## src/rtl/evt_timer_pkg.sv

```systemverilog
package evt_timer_pkg;

    localparam int WORD_W      = 32;
    localparam int CNT_W       = 64;
    localparam int SIZE_DWORD  = 2;

    localparam int OFF_CAP_LO  = 'h000;
    localparam int OFF_CAP_HI  = 'h004;
    localparam int OFF_CFG_LO  = 'h010;
    localparam int OFF_CFG_HI  = 'h014;
    localparam int OFF_CNT_LO  = 'h0F0;
    localparam int OFF_CNT_HI  = 'h0F4;
    localparam int CHAN_BASE   = 'h100;
    localparam int CHAN_STRIDE = 'h20;

    localparam int CFG_BITS    = 2;
    localparam logic [CFG_BITS-1:0] CFG_WMASK = 2'b11;

    typedef enum logic [2:0] {
        RK_NONE,
        RK_CAP_LO,
        RK_CAP_HI,
        RK_CFG_LO,
        RK_CFG_HI,
        RK_CNT_LO,
        RK_CNT_HI,
        RK_CHAN
    } reg_kind_e;

    typedef struct packed {
        logic run;
        logic legacy;
        logic arm;
        logic halt;
    } cfg_state_t;

    typedef struct packed {
        logic              valid;
        logic [WORD_W-1:0] data;
    } rsp_state_t;

endpackage

```

## src/rtl/evt_addr_decode.sv

```systemverilog
module evt_addr_decode
    import evt_timer_pkg::*;
#(
    parameter int AW       = 10,
    parameter int NUM_CHAN = 3,
    localparam int OFFW    = $clog2(CHAN_STRIDE),
    localparam int IDXW    = AW - OFFW
) (
    input  logic            valid,
    input  logic            write,
    input  logic [1:0]      size,
    input  logic [AW-1:0]   addr,
    output reg_kind_e       kind,
    output logic            sel,
    output logic            we,
    output logic [IDXW-1:0] idx,
    output logic [OFFW-1:0] off
);

    localparam int WAW = AW - 2;
    localparam logic [WAW-1:0] W_CAP_LO = WAW'(OFF_CAP_LO >> 2);
    localparam logic [WAW-1:0] W_CAP_HI = WAW'(OFF_CAP_HI >> 2);
    localparam logic [WAW-1:0] W_CFG_LO = WAW'(OFF_CFG_LO >> 2);
    localparam logic [WAW-1:0] W_CFG_HI = WAW'(OFF_CFG_HI >> 2);
    localparam logic [WAW-1:0] W_CNT_LO = WAW'(OFF_CNT_LO >> 2);
    localparam logic [WAW-1:0] W_CNT_HI = WAW'(OFF_CNT_HI >> 2);
    localparam logic [AW-1:0]  A_CHAN   = AW'(CHAN_BASE);
    localparam logic [IDXW:0]  N_CHAN   = (IDXW+1)'(NUM_CHAN);

    logic            full;
    logic            in_chan;
    logic [AW-1:0]   rel;
    logic [WAW-1:0]  waddr;

    always_comb begin
        full    = valid && (size == 2'(SIZE_DWORD));
        waddr   = addr[AW-1:2];
        rel     = addr - A_CHAN;
        idx     = rel[AW-1:OFFW];
        off     = addr[OFFW-1:0];
        in_chan = (addr >= A_CHAN) && ({1'b0, idx} < N_CHAN);
        kind    = RK_NONE;
        if (full) begin
            if (addr >= A_CHAN) begin
                kind = in_chan ? RK_CHAN : RK_NONE;
            end else begin
                unique case (waddr)
                    W_CAP_LO: kind = RK_CAP_LO;
                    W_CAP_HI: kind = RK_CAP_HI;
                    W_CFG_LO: kind = RK_CFG_LO;
                    W_CFG_HI: kind = RK_CFG_HI;
                    W_CNT_LO: kind = RK_CNT_LO;
                    W_CNT_HI: kind = RK_CNT_HI;
                    default:  kind = RK_NONE;
                endcase
            end
        end
        sel = (kind == RK_CHAN);
        we  = sel && write;
    end

endmodule

```

## src/rtl/evt_cfg_reg.sv

```systemverilog
module evt_cfg_reg
    import evt_timer_pkg::*;
(
    input  logic                clk,
    input  logic                rst_n,
    input  logic                wr,
    input  logic [CFG_BITS-1:0] wbits,
    output cfg_state_t          state
);

    cfg_state_t cfg_d, cfg_q;
    logic [CFG_BITS-1:0] cur, nxt;

    always_comb begin
        cur   = {cfg_q.legacy, cfg_q.run};
        nxt   = wr ? ((wbits & CFG_WMASK) | (cur & ~CFG_WMASK)) : cur;
        cfg_d        = cfg_q;
        cfg_d.run    = nxt[0];
        cfg_d.legacy = nxt[1];
        cfg_d.arm    = !cfg_q.run && nxt[0];
        cfg_d.halt   = cfg_q.run && !nxt[0];
    end

    always_ff @(posedge clk) begin
        if (!rst_n) cfg_q <= '0;
        else        cfg_q <= cfg_d;
    end

    assign state = cfg_q;


    arm_rise_chk: assert property (@(posedge clk) disable iff (!rst_n)
        cfg_q.arm |-> (cfg_q.run && !$past(cfg_q.run)));

    halt_fall_chk: assert property (@(posedge clk) disable iff (!rst_n)
        cfg_q.halt |-> (!cfg_q.run && $past(cfg_q.run)));

    strobe_excl_chk: assert property (@(posedge clk) disable iff (!rst_n)
        $onehot0({cfg_q.arm, cfg_q.halt}));

endmodule

```

## src/rtl/evt_main_counter.sv

```systemverilog
module evt_main_counter
    import evt_timer_pkg::*;
(
    input  logic              clk,
    input  logic              rst_n,
    input  logic              run,
    input  logic              tick_en,
    input  logic              wr_lo,
    input  logic              wr_hi,
    input  logic [WORD_W-1:0] wdata,
    output logic [CNT_W-1:0]  count
);

    logic [CNT_W-1:0] count_d, count_q;

    always_comb begin
        count_d = count_q;
        if (run) begin
            if (tick_en) count_d = count_q + CNT_W'(1);
        end else if (wr_lo) begin
            count_d = {count_q[CNT_W-1:WORD_W], wdata};
        end else if (wr_hi) begin
            count_d = {wdata, count_q[WORD_W-1:0]};
        end
    end

    always_ff @(posedge clk) begin
        if (!rst_n) count_q <= '0;
        else        count_q <= count_d;
    end

    assign count = count_q;


    cnt_step_chk: assert property (@(posedge clk) disable iff (!rst_n)
        (run && tick_en) |=> (count_q == $past(count_q) + 64'd1));

    cnt_hold_chk: assert property (@(posedge clk) disable iff (!rst_n)
        (!run && !wr_lo && !wr_hi) |=> $stable(count_q));

    cnt_lock_chk: assert property (@(posedge clk) disable iff (!rst_n)
        (run && !tick_en) |=> $stable(count_q));

endmodule

```

## src/rtl/evt_timer_globals.sv

```systemverilog
module evt_timer_globals
    import evt_timer_pkg::*;
#(
    parameter int          AW            = 10,
    parameter int          NUM_CHAN      = 3,
    parameter logic [31:0] CAP_ID        = 32'h8086A201,
    parameter logic [31:0] CLK_PERIOD_FS = 32'd10_000_000,
    localparam int         OFFW          = $clog2(CHAN_STRIDE),
    localparam int         IDXW          = AW - OFFW
) (
    input  logic            clk,
    input  logic            rst_n,
    input  logic            tick_en,
    input  logic            req_valid,
    input  logic            req_write,
    input  logic [1:0]      req_size,
    input  logic [AW-1:0]   req_addr,
    input  logic [31:0]     req_wdata,
    output logic            rsp_valid,
    output logic [31:0]     rsp_rdata,
    output logic            timer_on,
    output logic            legacy_mode,
    output logic            arm_all,
    output logic            halt_all,
    output logic [63:0]     main_count,
    output logic            chan_sel,
    output logic            chan_we,
    output logic [IDXW-1:0] chan_idx,
    output logic [OFFW-1:0] chan_off,
    input  logic [31:0]     chan_rdata
);

    reg_kind_e   kind;
    cfg_state_t  cfg;
    logic [CNT_W-1:0] count;
    logic        wr_cfg, wr_cnt_lo, wr_cnt_hi, do_write;
    logic [WORD_W-1:0] rd_word;
    rsp_state_t  rsp_d, rsp_q;

    evt_addr_decode #(.AW(AW), .NUM_CHAN(NUM_CHAN)) u_dec (
        .valid (req_valid),
        .write (req_write),
        .size  (req_size),
        .addr  (req_addr),
        .kind  (kind),
        .sel   (chan_sel),
        .we    (chan_we),
        .idx   (chan_idx),
        .off   (chan_off)
    );

    always_comb begin
        do_write  = req_valid && req_write;
        wr_cfg    = do_write && (kind == RK_CFG_LO);
        wr_cnt_lo = do_write && (kind == RK_CNT_LO);
        wr_cnt_hi = do_write && (kind == RK_CNT_HI);
    end

    evt_cfg_reg u_cfg (
        .clk   (clk),
        .rst_n (rst_n),
        .wr    (wr_cfg),
        .wbits (req_wdata[CFG_BITS-1:0]),
        .state (cfg)
    );

    evt_main_counter u_cnt (
        .clk     (clk),
        .rst_n   (rst_n),
        .run     (cfg.run),
        .tick_en (tick_en),
        .wr_lo   (wr_cnt_lo),
        .wr_hi   (wr_cnt_hi),
        .wdata   (req_wdata),
        .count   (count)
    );

    always_comb begin
        unique case (kind)
            RK_CAP_LO: rd_word = CAP_ID;
            RK_CAP_HI: rd_word = CLK_PERIOD_FS;
            RK_CFG_LO: rd_word = {{(WORD_W-CFG_BITS){1'b0}}, cfg.legacy, cfg.run};
            RK_CNT_LO: rd_word = count[WORD_W-1:0];
            RK_CNT_HI: rd_word = count[CNT_W-1:WORD_W];
            RK_CHAN:   rd_word = chan_rdata;
            default:   rd_word = '0;
        endcase
        rsp_d.valid = req_valid && !req_write;
        rsp_d.data  = rsp_d.valid ? rd_word : '0;
    end

    always_ff @(posedge clk) begin
        if (!rst_n) rsp_q <= '0;
        else        rsp_q <= rsp_d;
    end

    assign rsp_valid   = rsp_q.valid;
    assign rsp_rdata   = rsp_q.data;
    assign timer_on    = cfg.run;
    assign legacy_mode = cfg.legacy;
    assign arm_all     = cfg.arm;
    assign halt_all    = cfg.halt;
    assign main_count  = count;


    rsp_follow_chk: assert property (@(posedge clk) disable iff (!rst_n)
        (req_valid && !req_write) |=> rsp_valid);

    rsp_only_rd_chk: assert property (@(posedge clk) disable iff (!rst_n)
        rsp_valid |-> $past(req_valid && !req_write));

    narrow_wr_chk: assert property (@(posedge clk) disable iff (!rst_n)
        (req_valid && req_write && req_size != 2'b10) |=> $stable({timer_on, legacy_mode}));

endmodule

```

## config.mk

```make
export PLATFORM = sky130hd
export DESIGN_NAME = evt_timer_globals
export DESIGN_NICKNAME = d
export VERILOG_FILES = /design/src/rtl/evt_timer_pkg.sv /design/src/rtl/evt_addr_decode.sv /design/src/rtl/evt_cfg_reg.sv /design/src/rtl/evt_main_counter.sv /design/src/rtl/evt_timer_globals.sv
export SDC_FILE = /design/constraint.sdc
export NUM_CORES = 1
export LEC_CHECK = 0
export BUFFER_PORTS_ARGS = -buffer_cell sky130_fd_sc_hd__clkbuf_2
export CAP_MARGIN = 20
export CORE_MARGIN = 4
export CORE_UTILIZATION = 27
export CTS_BUF_LIST = sky130_fd_sc_hd__clkbuf_16
export DETAILED_ROUTE_END_ITERATION = 7
export PLACE_DENSITY_LB_ADDON = 0.08
export SETUP_SLACK_MARGIN = 0.2
export SYNTH_ARGS = -nofsm -noshare
export SYNTH_HDL_FRONTEND = slang
export SYNTH_SLANG_ARGS = --single-unit
```

## constraint.sdc

```tcl
create_clock -name clk -period 2.1 [get_ports clk]
set_input_delay 0.42 -clock clk [delete_from_list [all_inputs] [get_ports clk]]
set_output_delay 0.42 -clock clk [all_outputs]
set_load 0.03 [all_outputs]
```

==> results.env <==
RUN_STATUS='finished with violations'
VIOLATED_CHECKS='negative setup slack'
IR_DROP_mV=0.2785
MIN_FROM='chan_rdata[8]'
DIE_WIDTH_UM=156.9
FP-ROW-COUNT=54
NUMBER_OF_FLOPS_MAPPED_TO_ENABLE_CELLS_BY_YOSYS=0
POST_SYNTH_INST_COUNT=775
INITIAL_CORE_UTIL_PCT=27.44
SYNTH_NETS=860
DRT.ANTENNA.VIOLATING_NETS=0
TIMING.FINAL.WS_SETUP_PS=-2.364
FMAXACHIEVABLE_GHz=0.4757
MAX_CAP_VIOLATIONS=0
MIN_PERIOD_PS=2102
FIRSTDRTPASSITERS=5
LAYOUT.NETS=1239
YS_WARN_COUNT=0
AREA_GROWTH_SYN_TO_LAYOUT_PCT=73.57
GRT_FIRST_PASS_WIRELENGTH_UM=46530
MAX-SLEW-MARGIN-REL_PCT=63.79
INITIAL_ANTENNA_VIOLATION_COUNT=0
PLACEABLECOREAREA_UM2=21820
SYNTH_TOP_AREA_SHARE_PCT=33.77
FINISH.UTILIZATION_PCT=47.63
GRT_START_MAX_NET_PINS=37
WHS_ENDPOINT='rsp_rdata[8]'
GLOBALROUTE.TOTALOVERFLOW=0
TIMING.CRITICAL_PATH.REQUIRED_PS=2370
WORST_SLEW_PIN_SLEW_PS=543.1
SETUP.WORST_PATH.END_CLASS='register'
MIN_PERIOD_OVER_PERIOD_PCT=100.1
R2R.WORST_PATH.CELLS=7
DRIVE_ABOVE_1_SHARE_PCT=55.48
PATH_CLASS='reg -> reg'
R2R-START='u_cnt.count[1]'
LARGEST_AREA_CONTRIBUTOR_IN_THE_SYNTHESIZED_NETLIST='sky130_fd_sc_hd__dfxtp_1'
DETAIL_PLACEMENT_HPWL_UM=24300
FIRST_GLOBAL_VIAS=7499
START_KIND='register'
CTS.SINKS=101
POSTROUTEWIRELENGTH_UM=32330
SETUP_VIOL=1
FINAL_MAX_SLEW_VIOL_COUNT=0
RRSETUPSLACK_PS=-2
SYNTH.AREA.TOP_CELLS='sky130_fd_sc_hd__dfxtp_1, sky130_fd_sc_hd__a21oi_1, sky130_fd_sc_hd__nand2_1'
POWER_DENSITY_nW_PER_UM2=395.9
NFILLCELLS=2207
HP-CLASS='in -> reg'
LEAKAGEPOWER_uW=0.004409
CTS_INSERTED_BUFFERS=9
IO-PIN-COUNT=194
PLACE.PORT_BUFFERS=189
CLOCK_LATENCY_PS=360
PLACE.DETAILED.INSTANCES=1369
CTS_TREE='done'
GRT_USE_TOTAL_PCT=24.96
DIEAREA_UM2=24630
CTS_ROOT_BUFFER='sky130_fd_sc_hd__clkbuf_16'
POSTSYNTH.ASYNCRESETSHARE_PCT=0
POST_DRT_WL_PER_CELL_UM=22.47
NUMBER_OF_ANTENNA_REPAIR_DIODES=0
YS_DOMINANT_REG_CELL='sky130_fd_sc_hd__dfxtp_1'
FINISH.CELL_COUNT_WITHOUT_FILLERS=1439
HOLD_VIOLATION_TOTAL_FROM_THE_FINAL_REPORT=0
CLOCK-SKEW-FINAL_PS=9.098
TIMING.CRITICAL_PATH.FANOUT_MAX=4
WORSTREG2REGEND='u_cnt.count[55]'
REMAINING_DRC_ERRORS=0
WORSTPATHARRIVAL_PS=2380
RSZ0062_AT_GRT='yes'
MOST-COMMON-LAYOUT-CELLS='sky130_fd_sc_hd__clkbuf_2, sky130_fd_sc_hd__buf_4, sky130_fd_sc_hd__nand2_1'
POST_SYNTH.CELL_AREA_AVG_UM2=7.727
MOST_FREQUENT_STANDARD_CELL_IN_THE_LAYOUT_EXCLUDING_FILL_AND_TAP_CELLS='sky130_fd_sc_hd__clkbuf_2'
CTS_BUFFER_DEPTH=2
FINAL.HOLD.WORST_SLACK_PS=272.6
CLK_TRANSITION_REPORTED_PATHS_PS=80
GP_CONGESTION=0.8848
CLOCK_TREE.HTREE_LEVEL_COUNT=3
DIEHEIGHT_UM=156.9
YOSYS.CELL_TYPES.COUNT=67
PROPORTION_OF_SYNTHESIZED_CHIP_AREA_IN_SEQUENTIAL_CELLS_PCT=33.77
VIAS=7862
VIAS_PER_CELL=5.464
MAPPEDNETLISTAREA_UM2=5988
YS_SEQ_ELEMENTS=101
DRT_FIRST_ITER_VIOLATIONS=536
MIN_PATH_CELLS=3
[registers in the layout (all words and copies together) (netlist names)]
signal,cells
u_cnt.count,64
rsp_rdata,32
u_cfg.state,4
rsp_valid,1
[metrics by stage]
| stage | TNS, ps | worst slack, ps | total power, uW | instance area (um^2) |
|---|---|---|---|---|
| final | -2.364 | -2.364 | 4115 | 10390 |
| after global routing | -89.94 | -44.89 | 4239 | 10390 |
| after CTS | 0 | 10.43 | 4147 | 9423 |
| after detailed placement | -4309 | -179.9 | 2221 | 8826 |
| after global placement | -3963 | -174.5 | 2223 | 8826 |
| after floorplan | 0 | 41.98 | 2059 | 6407 |
[worst max path at each step]
stage	depth (start not counted)	slack, ps	start	to
after global placement	10	-170	req_addr[9]	rsp_rdata[0]
final	7	-2	u_cnt.count[1]	u_cnt.count[55]
after floorplan	7	40	req_addr[8]	chan_we
after detailed placement	9	-180	req_addr[9]	u_cnt.count[55]
after global routing	7	-40	u_cnt.count[1]	u_cnt.count[63]
after CTS	8	10	u_cnt.count[17]	u_cnt.count[63]
[report_power, final]
part | internal, uW | switching, uW | total (uW)
logic | 125 | 191 | 315
registers | 1890 | 0.272 | 1890
clock network | 1050 | 857 | 1910
[synthesized netlist by cell type, drive strengths merged (6+ instances only)]
cell type,n
dfxtp,101
nand2,99
a21oi,87
o21ai,57
nor2,39
a22oi,35
nor3,33
clkbuf,32
nand3,32
buf,26
nand4,26
nor4,22
and3,19
a31oi,14
inv,13
o22ai,12
mux2i,11
a211oi,10
and2,9
and4,8
nor2b,7
o211ai,6
o21a,6
o31a,6
[critical path: stages (launching register included)]
cell and delay [ps]:
sky130_fd_sc_hd__dfxtp_4 380, sky130_fd_sc_hd__nand4_4 140, sky130_fd_sc_hd__nor4_4 440, sky130_fd_sc_hd__nand2_2 140, sky130_fd_sc_hd__buf_6 150, sky130_fd_sc_hd__or3_4 360, sky130_fd_sc_hd__o31a_1 250, sky130_fd_sc_hd__o22ai_1 160
[area by class of cell]
type	count	area, um^2	area share (%)
multi-input cells	603	4422	42.54
repair buffers	426	3109	29.91
flip-flops and latches	101	2137	20.56
well taps	280	350.3	3.371
clock buffers	9	225.2	2.167
clock inverters	7	97.59	0.9390
inverters	13	52.55	0.5056
[metal layers]
metal,part of all wire (%),wire (um),up-vias,track usage (%)
li1,-,-,3685,-
met1,44,14210,3867,33.97
met2,49,15770,273,42.13
met3,5.3,1699,37,2.502
met4,2.0,660,0,7.025
met5,0,0,-,0
[cells by family (layout without fill, tap and decap cells)]
logic type	after synthesis	count (layout)	synth area share, %
xor+xnor	4	4	0.5851
fa+ha+maj	4	4	0.8358
flops	101	101	33.77
simple gates	317	317	29.69
mux	12	12	2.027
buf+inv	71	455	5.454
compound gates	266	266	27.64
[timing repair]
item | in CTS | in global routing
setup buffers | 15 | 35
hold buffers | 0 | 0
endpoints found under the setup margin | 38 | 62
gates resized for setup | 36 | 144
gates cloned | 0 | 4
pin swaps | 27 | 67
Power figures use the tool's default switching activity.
